===== src/rtl/dma_int_seq_pkg.sv =====
package dma_int_seq_pkg;
  typedef enum logic [1:0] {
    ST_NORM    = 2'd0,
    ST_DMA_IN  = 2'd1,
    ST_DMA_OUT = 2'd2,
    ST_INT     = 2'd3
  } seqState_t;

  typedef struct packed {
    logic incR0;
    logic intEnter;
  } seqStrobe_t;
endpackage


===== src/rtl/dma_int_seq_ctrl.sv =====
module dma_int_seq_ctrl
  import dma_int_seq_pkg::*;
#(
  parameter int DES_W = 4
) (
  input  logic             clk,
  input  logic             rstN,
  input  logic             execDone,
  input  logic             dmaInReq,
  input  logic             dmaOutReq,
  input  logic             extIntReq,
  input  logic             extIntEn,
  input  logic             cntIntEn,
  input  logic             mie,
  input  logic             cil,
  input  logic [DES_W-1:0] curP,
  output seqStrobe_t       str,
  output logic             stealCycle,
  output logic             memWrite,
  output logic             dmaOutValid,
  output logic             intAck,
  output logic [DES_W-1:0] pcSel
);
  seqState_t state, nextState;
  logic intReq;

  always_comb begin
    intReq = mie & ((extIntEn & extIntReq) | (cntIntEn & cil));
    nextState = ST_NORM;
    str = '0;
    if (state == ST_NORM && execDone) begin
      if (dmaInReq)       nextState = ST_DMA_IN;
      else if (dmaOutReq) nextState = ST_DMA_OUT;
      else if (intReq) begin
        nextState = ST_INT;
        str.intEnter = 1'b1;
      end
    end
    str.incR0 = (state == ST_DMA_IN) || (state == ST_DMA_OUT);
  end

  always_ff @(posedge clk or negedge rstN) begin
    if (!rstN) state <= ST_NORM;
    else       state <= nextState;
  end

  assign stealCycle  = (state == ST_DMA_IN) || (state == ST_DMA_OUT);
  assign memWrite    = (state == ST_DMA_IN);
  assign dmaOutValid = (state == ST_DMA_OUT);
  assign intAck      = (state == ST_INT);
  assign pcSel       = stealCycle ? '0 : (intAck ? DES_W'(1) : curP);

  // R1: a stolen cycle is never followed directly by another one
  assert_single_steal_R1: assert property (@(posedge clk) disable iff (!rstN)
    stealCycle |=> !stealCycle);
  // R11: a DMA request at execDone in the normal state always wins the next cycle
  assert_dma_first_R11: assert property (@(posedge clk) disable iff (!rstN)
    (execDone && !stealCycle && !intAck && (dmaInReq || dmaOutReq)) |=> (stealCycle && !intAck));
  // R2: DMA-in takes precedence when both kinds are requested
  assert_in_priority_R2: assert property (@(posedge clk) disable iff (!rstN)
    (execDone && !stealCycle && !intAck && dmaInReq) |=> memWrite);
  // R6: interrupt entry is impossible while the master enable is low
  assert_no_entry_masked_R6: assert property (@(posedge clk) disable iff (!rstN)
    !mie |=> !intAck);
endmodule


===== src/rtl/dma_int_seq_dp.sv =====
module dma_int_seq_dp
  import dma_int_seq_pkg::*;
#(
  parameter int ADDR_W = 16,
  parameter int DES_W  = 4,
  parameter int CNT_W  = 8
) (
  input  logic               clk,
  input  logic               rstN,
  input  seqStrobe_t         str,
  input  logic [DES_W-1:0]   curX,
  input  logic [DES_W-1:0]   curP,
  input  logic               mieSet,
  input  logic               mieClr,
  input  logic               r0Load,
  input  logic [ADDR_W-1:0]  r0LoadVal,
  input  logic               chWrite,
  input  logic [CNT_W-1:0]   chData,
  input  logic               cntLoad,
  input  logic               cntTick,
  input  logic               cilClear,
  input  logic               qWrite,
  input  logic               qValue,
  input  logic               qFromCnt,
  output logic [ADDR_W-1:0]  r0,
  output logic [2*DES_W-1:0] tReg,
  output logic               mie,
  output logic               cil,
  output logic [CNT_W-1:0]   cnt,
  output logic               q
);
  logic [CNT_W-1:0] chReg;
  logic underflow;

  assign underflow = cntTick && !cntLoad && (cnt == '0);

  always_ff @(posedge clk or negedge rstN) begin
    if (!rstN) begin
      r0 <= '0; tReg <= '0; mie <= 1'b0; cil <= 1'b0;
      cnt <= '0; chReg <= '0; q <= 1'b0;
    end else begin
      if (r0Load)         r0 <= r0LoadVal;
      else if (str.incR0) r0 <= r0 + 1'b1;
      if (str.intEnter) tReg <= {curX, curP};
      if (str.intEnter)  mie <= 1'b0;
      else if (mieSet)   mie <= 1'b1;
      else if (mieClr)   mie <= 1'b0;
      if (chWrite) chReg <= chData;
      if (cntLoad)      cnt <= chReg;
      else if (cntTick) cnt <= (cnt == '0) ? chReg : cnt - 1'b1;
      if (underflow)     cil <= 1'b1;
      else if (cilClear) cil <= 1'b0;
      if (qWrite)                      q <= qValue;
      else if (underflow && qFromCnt) q <= ~q;
    end
  end

  // R4: each stolen cycle advances R0 by one
  assert_r0_step_R4: assert property (@(posedge clk) disable iff (!rstN)
    (str.incR0 && !r0Load) |=> (r0 == $past(r0) + 1'b1));
  // R5: designators captured into T on entry
  assert_t_capture_R5: assert property (@(posedge clk) disable iff (!rstN)
    str.intEnter |=> (tReg == {$past(curX), $past(curP)}));
  // R6: entry leaves the master enable low
  assert_mie_drop_R6: assert property (@(posedge clk) disable iff (!rstN)
    str.intEnter |=> !mie);
  // R8: an underflow always leaves the latch set
  assert_cil_set_R8: assert property (@(posedge clk) disable iff (!rstN)
    underflow |=> cil);
  // R8: the latch only falls when cleared
  assert_cil_hold_R8: assert property (@(posedge clk) disable iff (!rstN)
    (cil && !cilClear) |=> cil);
  // R7: an underflow reloads from the holding register
  assert_reload_R7: assert property (@(posedge clk) disable iff (!rstN)
    (underflow && !chWrite) |=> (cnt == chReg));
endmodule


===== src/rtl/dma_int_seq.sv =====
module dma_int_seq
  import dma_int_seq_pkg::*;
#(
  parameter int ADDR_W = 16,
  parameter int DATA_W = 8,
  parameter int DES_W  = 4,
  parameter int CNT_W  = 8
) (
  input  logic               clk,
  input  logic               rstN,
  input  logic               execDone,
  input  logic               dmaInReq,
  input  logic               dmaOutReq,
  input  logic [DATA_W-1:0]  dmaInData,
  input  logic [DATA_W-1:0]  memRdData,
  input  logic               extIntReq,
  input  logic               extIntEn,
  input  logic               cntIntEn,
  input  logic               mieSet,
  input  logic               mieClr,
  input  logic [DES_W-1:0]   curX,
  input  logic [DES_W-1:0]   curP,
  input  logic               r0Load,
  input  logic [ADDR_W-1:0]  r0LoadVal,
  input  logic               chWrite,
  input  logic [CNT_W-1:0]   chData,
  input  logic               cntLoad,
  input  logic               cntTick,
  input  logic               cilClear,
  input  logic               qWrite,
  input  logic               qValue,
  input  logic               qFromCnt,
  output logic               stealCycle,
  output logic [ADDR_W-1:0]  memAddr,
  output logic               memWrite,
  output logic [DATA_W-1:0]  memWrData,
  output logic               dmaOutValid,
  output logic [DATA_W-1:0]  dmaOutData,
  output logic               intAck,
  output logic [DES_W-1:0]   pcSel,
  output logic [2*DES_W-1:0] tReg,
  output logic               mie,
  output logic               cil,
  output logic [CNT_W-1:0]   cnt,
  output logic               q
);
  seqStrobe_t str;

  dma_int_seq_ctrl #(.DES_W(DES_W)) uCtrl (
    .clk(clk), .rstN(rstN), .execDone(execDone), .dmaInReq(dmaInReq),
    .dmaOutReq(dmaOutReq), .extIntReq(extIntReq), .extIntEn(extIntEn),
    .cntIntEn(cntIntEn), .mie(mie), .cil(cil), .curP(curP), .str(str),
    .stealCycle(stealCycle), .memWrite(memWrite), .dmaOutValid(dmaOutValid),
    .intAck(intAck), .pcSel(pcSel)
  );

  dma_int_seq_dp #(.ADDR_W(ADDR_W), .DES_W(DES_W), .CNT_W(CNT_W)) uDp (
    .clk(clk), .rstN(rstN), .str(str), .curX(curX), .curP(curP),
    .mieSet(mieSet), .mieClr(mieClr), .r0Load(r0Load), .r0LoadVal(r0LoadVal),
    .chWrite(chWrite), .chData(chData), .cntLoad(cntLoad), .cntTick(cntTick),
    .cilClear(cilClear), .qWrite(qWrite), .qValue(qValue), .qFromCnt(qFromCnt),
    .r0(memAddr), .tReg(tReg), .mie(mie), .cil(cil), .cnt(cnt), .q(q)
  );

  assign memWrData  = dmaInData;
  assign dmaOutData = memRdData;
endmodule


===== config.mk =====
export PLATFORM = sky130hd
export DESIGN_NAME = dma_int_seq
export DESIGN_NICKNAME = d
export VERILOG_FILES = /design/src/rtl/dma_int_seq_pkg.sv /design/src/rtl/dma_int_seq_ctrl.sv /design/src/rtl/dma_int_seq_dp.sv /design/src/rtl/dma_int_seq.sv
export SDC_FILE = /design/constraint.sdc
export NUM_CORES = 1
export LEC_CHECK = 0
export BUFFER_PORTS_ARGS = -buffer_cell sky130_fd_sc_hd__buf_2
export CORE_ASPECT_RATIO = 1.5
export CORE_MARGIN = 2
export CORE_UTILIZATION = 40
export CTS_CLUSTER_SIZE = 8
export DETAILED_ROUTE_END_ITERATION = 8
export PLACE_DENSITY = 0.83
export SLEW_MARGIN = 0
export SYNTH_ARGS = -nofsm -noshare
export SYNTH_HDL_FRONTEND = slang
export SYNTH_SLANG_ARGS = --single-unit

===== constraint.sdc =====
create_clock -name clk -period 2.1 [get_ports clk]
set_clock_uncertainty 0.1 [all_clocks]
set_input_delay 0.21 -clock clk [delete_from_list [all_inputs] [get_ports clk]]
set_output_delay 0.21 -clock clk [all_outputs]
set_load 0.01 [all_outputs]

Yosys cells after proc, flatten, opt, wreduce, memory -nomap -nowiden. Index checks and enable logic that the tools add are counted. W data, S select, Z words.

$add $sub $neg: 2. Equal/unequal tests: 3. Muxes and demuxes: 22. Bitwise logic cells: 5. Reductions and logical operators: 13.

Operators by type and width (number): $mux W16 (2); $mux W8 (3); $add A16 B1 Y16 const B (1); $mux W1 (11); $logic_not A8 Y1 (1); $mux W2 (4); $mux W4 (2); $reduce_bool A2 Y1 (4); $sub A8 B1 Y8 const B (1); $eq A2 B2 Y1 const B (2); $logic_and A1 B1 Y1 (4); $and A1 B1 Y1 (3); $reduce_bool A3 Y1 (1); $eq A2 B1 Y1 const B (1); $logic_not A2 Y1 (1); $logic_not A1 Y1 (1); $logic_or A1 B1 Y1 (1); $not A1 Y1 (1); $or A1 B1 Y1 (1).

Bits in registers: 45. Logic and storage cells: 53.

Depth between registers and ports, before layout. Gate-level depths: netlist of the first run.

Depth after elaboration: 8. Gate-level depth with buffers: 7. Mapped depth without buffers: 6.

Modules after synthesis. A second synthesis of the first run with hierarchy kept.

Cell total of the unflattened synthesis: 255. Area total of the unflattened synthesis: 2571.2 sq um.

By module, submodules not included: dma_int_seq_dp (times used 1, cells an instance 215, area each 2219.6 sq um, seq. area each 1076.0 sq um); dma_int_seq_ctrl (times used 1, cells an instance 24, area each 231.5 sq um, seq. area each 50.0 sq um); dma_int_seq (times used 1, cells an instance 16, area each 120.1 sq um, seq. area each 0.0 sq um).

Worst setup path after synthesis of the first run. Ideal clock, no wire load.

Path type: reg2reg. From: register uCtrl.state[0]. To: register uDp.r0[13]. Setup time: 0.125 ns. Arrival time: 1.643 ns. Data required time: 1.875 ns. Slack: 0.232 ns. Cell stages (with the launch flop): 7. Path buffers: 0. Clock period less this slack: 1.868 ns. Path through: dfrtp_1 inv_1 ha_1 nand4_2 nor4_1 xor2_1 mux2_2.

Cells in the longest elaborated chain, start to end: 3. Elaborated cells between the ends (all ways): 4.

RTL lines: from (decl) (line dma_int_seq_ctrl.sv:24) `seqState_t state, nextState;`; from (signal assigned) (line dma_int_seq_ctrl.sv:44) `else state <= nextState;`; $eq A2 B1 Y1 or $eq A2 B2 Y1 (tied branches); $logic_or A1 B1 Y1 *; named net stealCycle (line dma_int_seq.sv:33) `output logic stealCycle,`; $reduce_bool A2 Y1 (no line) *; to (signal assigned) (line dma_int_seq_dp.sv:42) `if (r0Load) r0 <= r0LoadVal;`; to (signal assigned) (line dma_int_seq_dp.sv:43) `else if (str.incR0) r0 <= r0 + 1'b1;`; to (decl) (line dma_int_seq_dp.sv:25) `output logic [ADDR_W-1:0] r0,`.

The timed path passes the listed nets; every way through them passes the cells marked *. A chain may end at the register's enable or synchronous reset.

Worst setup path in the final report of the first run.
From: register uCtrl.state[0]. To: register uDp.r0[13].

Cells in the longest elaborated chain, start to end: 3. Elaborated cells between the ends (all ways): 4.

RTL lines: $eq A2 B1 Y1 or $eq A2 B2 Y1 (tied branches) (line dma_int_seq_ctrl.sv:39) `str.incR0 = (state == ST_DMA_IN) || (state == ST_DMA_OUT);`; $logic_or A1 B1 Y1 * (line dma_int_seq_ctrl.sv:39); $reduce_bool A2 Y1 (no line) *.

Mark *: on every way between the ends. The rest lies on a longest branch, timed or not.

==> results of run 1 <==
-- what timing repair did --
item,CTS,global route
resized for setup,1,2
setup endpoints to repair,3,3
setup buffers,0,1
endpoints found under the hold margin,22,0
hold buffers,2,0
-- power by group --
group	switching (mW)	internal, mW
combinational	0.293	0.275
clock	0.297	0.230
sequential	0.131	0.983
total	0.721	1.49
-- sequential cells by signal (all words and copies together) (netlist names) --
register,cells
uDp.q,1
uDp.cnt,8
uDp.tReg,8
uDp.cil,1
uDp.chReg,8
uDp.mie,1
uDp.r0,16
uCtrl.state,2
-- kinds of logic after synthesis --
logic type / synth area share
fa+ha+maj: 0.03526
compound gates: 0.09269
buf+inv: 0.07557
flops: 0.4534
xor+xnor: 0.05642
mux: 0.1028
simple gates: 0.1839
-- layout by cell type, fill, tap and decap left out, drive strengths merged, types with 2 or more instances in the layout --
master and count:
mux2 20, o21ai 17, nand4 8, clkbuf 5, a221o 2, nor4 7, dfrtp 45, buf 98
nand3b 2, nor2 13, ha 7, mux2i 3, o211ai 2, and3b 2, a21o 2, o22a 2
nor3 6, o22ai 2, nand3 3, nand2 24, and2 3, a21oi 6, xnor2 10, inv 10
clkinv 2, xor2 6, dlygate4sd3 2
-- how the worst max path moves through the flow --
| stage | slack, ns | endpoint | cells past startpoint | from |
|---|---|---|---|---|
| 2_1_floorplan | 0.23 | uDp.r0[13] | 6 | uCtrl.state[0] |
| 3_3_place_gp | 0.24 | uDp.r0[11] | 6 | uCtrl.state[0] |
| 3_5_place_dp | 0.15 | uDp.r0[13] | 6 | uCtrl.state[0] |
| 4_1_cts | 0.04 | pcSel[1] | 6 | uCtrl.state[0] |
| 5_1_grt | 0.02 | pcSel[2] | 6 | uCtrl.state[0] |
| 6_report | 0.13 | uDp.r0[13] | 6 | uCtrl.state[0] |
-- through the flow --
| step | util | instance area [µm²] | total power [mW] | setup WS [ns] | hold slack [ns] |
|---|---|---|---|---|---|
| finish | 0.5009 | 3049 | 2.209 | 0.1285 | 0.03012 |
| global route | 0.5009 | 3049 | 2.352 | 0.01935 | 0.01715 |
| CTS | 0.4983 | 3033 | 2.235 | 0.03864 | 0.01553 |
| detailed placement | 0.4804 | 2924 | 1.689 | 0.1495 | 0.1393 |
| global placement | 0.4804 | 2924 | 1.662 | 0.2408 | 0.1211 |
| floorplan | - | 2484 | 1.453 | 0.2321 | -0.1856 |
-- cell type report --
class                   count  area [µm²]
fillers                   582        3038
multi-input cells         158        1177
flip-flops and latches     45        1126
repair buffers            100       529.3
well taps                  74       92.59
clock buffers               5       68.82
inverters                  10       37.54
clock inverters             3       17.52
-- layer usage --
metal / GRT usage / vias to the layer above
met5: 0 / -
met4: 0.06923 / 0
met3: 0.04916 / 24
met2: 0.3286 / 106
met1: 0.1905 / 996
li1: - / 988
-- tightest hold or removal path, delay by kind of cell --
kind                   cells  cell delay, ns
AND/OR/NAND/NOR            1            0.04
AO/OA/AOI/OAI              1            0.06
buffers and inverters      1            0.08
==> impl_metrics.yaml, run 1 <==
logic_synthesis:
  synth.distinct_cells: 41
  yosys.area.top_type: "dfrtp_1"
  yosysWarnings: 0
  synth_seq_cells: 45
  synth_commonest_cells: "dfrtp_1, nand2_1, mux2_2, buf_4, o21ai_0"
  syn_area_mm2: 0.002484
  ys_top_cells_by_area: "dfrtp_1, mux2_2, buf_4, nand2_1, ha_1"
  synth_async_sr_flop_share: 1.000
  syn-mean-instance-area_um2: 10.52
  synth.most_common_cell: "dfrtp_1"
  yosysTopAreaCellShare: 0.4534
  syn_inst: 236
  synth_edf_count: 0
  syn_nets: 309
  synth_seq_area_share: 0.4534
  synth_ff_type: "dfrtp_1"
floorplanning:
  design.core.area_mm2: 0.006087
  die_area_mm2: 0.006869
  pin_count: 125
  initial_core_util: 0.4080
  num_rows: 35
  fp.dieH_um: 100.5
  die_x_um: 68.34
sta:
  period_minus_slack_ns: 1.972
  setup_viol: 0
  finalMaxSlewViolations: 0
  fmax_mhz: 507.2
  hold_violations: 0
  relSlewSlack: 0.6217
  tightestPinTransition_ns: 0.5674
  rsz0062_at_grt: "false"
  tns_ns: 0
  post-route-period-util: 0.9388
clock_tree:
  clk_pin_slew_worst_paths_ns: 0.09
  h-tree-depth: 2
  clock_latency_ns: 0.29
  cts_buffers: 5
  root_buffer: "clkbuf_8"
  clock_path_buffers: 2
  cts_tree: "yes"
  cts_sinks: 45
routing:
  wl_mm: 6.026
  drtIter0Drc: 66
  maxUsedRoutingLayer: "met4"
  detail-route-antenna-nets: 0
  wl_per_cell_um: 15.26
  m1WireLength_mm: 2.168
  routed-wl-met2_mm: 3.194
  detail_route.vias_per_cell: 5.352
  routed-wl-met3_um: 497
  post-route-drc-count: 0
  vias: 2114
  first_pass_iters: 4
final_layout:
  area_growth_pct: 22.77
  nNetsFinal: 393
  diodes: 0
  post_layout_nonfiller_instances: 395
  layout-drive-gt1-share: 0.4268
hold_path:
  worstHoldPathCells: 3
  hold_end: "uDp.r0[10]"
  hold_class: "in2reg"
  hold_start: "r0LoadVal[10]"
placement:
  place_inst: 384
  io_buffer_count: 92
  globalplace.congestion: 0.8518
  dp_hpwl_mm: 4.763
power_and_ir_drop:
  powerDensity_mw_per_mm2: 724.3
  ir_drop_v: 0.0005014
  p_leak_nw: 1.442
worst_setup_path:
  worst_setup_path_end_kind: "register"
  crit_type: "reg2reg"
  worstPathArrival_ns: 2.05
  r2r-start: "uCtrl.state[0]"
  start_kind: "register"
  cp.buffers_inverters: 1
  max_stage_delay_ns: 0.39
  critPathTopFamily: "simple AND/OR/NAND/NOR gates"
  reg2reg_to: "uDp.r0[13]"
  path_cells: "inv_1 -> ha_1 -> nand4_2 -> nor4_1 -> xor2_1 -> mux2_2"
  ff2ff_path_depth: 6
  reg2reg_slack_ns: 0.13
  critical_path.slowest_cell: "dfrtp_1"
  path_max_fanout: 7
  cp_data_required_time_ns: 2.18
grt:
  antenna_found_initial: 0
  grt_pass1_wl_mm: 9.425
  grt_pass1_vias: 2062
  grt.overflow.total: 0
  grt_max_degree: 30
  globalRouteTotalUtil: 0.1807
job:
  drv_cap: 0
outcome:
  outcome: "finished clean"
No activity file was read; power rests on OpenSTA's default activity.
==> run 2, diff against run 1 <==
--- a/config.mk
+++ b/config.mk
@@ -12,6 +12,7 @@
 export CTS_CLUSTER_SIZE = 8
 export DETAILED_ROUTE_END_ITERATION = 8
 export PLACE_DENSITY = 0.83
+export SETUP_SLACK_MARGIN = 0.3
 export SLEW_MARGIN = 0
 export SYNTH_ARGS = -nofsm -noshare
 export SYNTH_HDL_FRONTEND = slang
==> impl_metrics.yaml, run 2 (synthesis results as in run 1) <==
placement:
  globalplace.congestion: 0.8316
  dp_hpwl_mm: 4.691
  io_buffer_count: 92
clock_tree:
  clock_latency_ns: 0.30
  cts_buffers: 5
  cts_tree: "yes"
  cts_sinks: 45
  clock_path_buffers: 2
  root_buffer: "clkbuf_8"
  h-tree-depth: 2
  clk_pin_slew_worst_paths_ns: 0.09
power_and_ir_drop:
  ir_drop_v: 0.0004304
  p_total_mw: 2.342
  powerDensity_mw_per_mm2: 709.7
  p_leak_nw: 1.559
worst_setup_path:
  path_max_fanout: 5
  worst_setup_path_end_kind: "register"
  worstPathArrival_ns: 1.85
  start_kind: "register"
  r2r-start: "uCtrl.state[0]"
  reg2reg_slack_ns: 0.32
  cp_data_required_time_ns: 2.17
  reg2reg_to: "uDp.r0[12]"
  ff2ff_path_depth: 7
  crit_type: "reg2reg"
floorplanning:
  die_area_mm2: 0.006869
  design.core.area_mm2: 0.006087
  initial_core_util: 0.4080
  fp.dieH_um: 100.5
  num_rows: 35
  die_x_um: 68.34
  pin_count: 125
final_layout:
  diodes: 0
  final_cell_mix: "buf_2, dfrtp_1, nand2_1"
  nNetsFinal: 405
  regMostFlops: "uDp.r0"
  area_growth_pct: 32.85
  layout-drive-gt1-share: 0.5075
  largest_reg_flops: 16
  final_common_cell: "buf_2"
job:
  drv_cap: 0
routing:
  wl_per_cell_um: 15.40
  post-route-drc-count: 0
  first_pass_iters: 4
  vias: 2149
  wl_mm: 6.268
  detail_route.vias_per_cell: 5.280
  drtIter0Drc: 117
  detail-route-antenna-nets: 0
hold_path:
  hold_start: "r0LoadVal[0]"
  hold_end: "uDp.r0[0]"
  worstHoldPathCells: 3
  hold_class: "in2reg"
grt:
  globalRouteTotalUtil: 0.1897
  antenna_found_initial: 0
  grt_max_degree: 21
  grt_pass1_wl_mm: 9.963
  grt.overflow.total: 0
  grt_pass1_vias: 2163
sta:
  period_minus_slack_ns: 1.785
  tightestPinTransition_ns: 0.3845
  fmax_mhz: 560.3
  hold_violations: 0
  rsz0062_at_grt: "true"
  relSlewSlack: 0.7429
  finalMaxSlewViolations: 0
  setup_viol: 0
  post-route-period-util: 0.8499
  tns_ns: 0
outcome:
  outcome: "finished clean"
run 2: cell count changes in the layout (fill, tap and decap cells not counted), moves of 3 or more:
cell / previous run / this run
nor4_1: 3 / 0
dfrtp_1: 45 / 42
nor4_4: 2 / 5
dfrtp_2: 0 / 3
inv_2: 0 / 4
buf_6: 1 / 5
ha_1: 7 / 4
inv_1: 10 / 6
buf_4: 5 / 15
run 2: area by class of cell:
type                       instances  area (µm²)
timing repair buffer             112       639.4
fill                             531        2788
clock inverter                     3       25.02
clock buffer                       5       68.82
multi-input combinational        158        1306
sequential                        45        1130
tap                               74       92.59
inverter                          10       37.54
run 2: worst max path at each step:
| stage | startpoint | to | slack (ns) | cells after the start |
|---|---|---|---|---|
| final | uCtrl.state[0] | uDp.r0[12] | 0.32 | 7 |
| after CTS | uCtrl.state[0] | uDp.r0[14] | 0.25 | 6 |
| after floorplan | uCtrl.state[1] | uDp.r0[13] | 0.31 | 6 |
| after global placement | uCtrl.state[1] | uDp.r0[13] | 0.17 | 6 |
| after global routing | uCtrl.state[0] | uDp.r0[11] | 0.22 | 6 |
| after detailed placement | uCtrl.state[0] | uDp.r0[11] | 0.009 | 6 |
run 2: metrics by stage:
step	worst slack [ns]	std cells	instance area, µm²	hold WS (ns)	util
2_1_floorplan	0.3093	236	2507	-0.1856	-
4_1_cts	0.2548	400	3166	0.007374	0.5200
3_3_place_gp	0.1660	384	2948	0.04272	0.4843
5_1_grt	0.2225	407	3299	0.003709	0.5420
6_report	0.3151	407	3299	0.01690	0.5420
3_5_place_dp	0.008767	384	2948	0.04364	0.4843
run 2: worst max-delay path: stages, from the launching register on:
cell and delay, ns:
dfrtp_1 0.40, inv_2 0.07, ha_4 0.32, nand4_4 0.19
buf_6 0.19, nor3_2 0.17, xnor2_1 0.14, o21ai_0 0.09
run 2: report_power, final:
| group | internal [mW] | switching (mW) | leakage, nW |
|---|---|---|---|
| logic | 0.330 | 0.332 | 0.971 |
| clock network | 0.243 | 0.324 | 0.0452 |
| registers | 0.985 | 0.128 | 0.543 |
| total | 1.56 | 0.784 | 1.56 |
run 2: routing by layer:
metal / share of wire / track usage
met3: 0.061 / 0.04693
met4: 0.018 / 0.06615
met2: 0.55 / 0.3376
met5: 0 / 0
met1: 0.37 / 0.2134
run 2: timing repair:
action,CTS,global route
pin swaps,4,11
cloned,0,1
resized for setup,12,22
hold buffers,2,0
hold endpoints to repair,14,0
setup endpoints to repair,15,25
buffers inserted,6,6
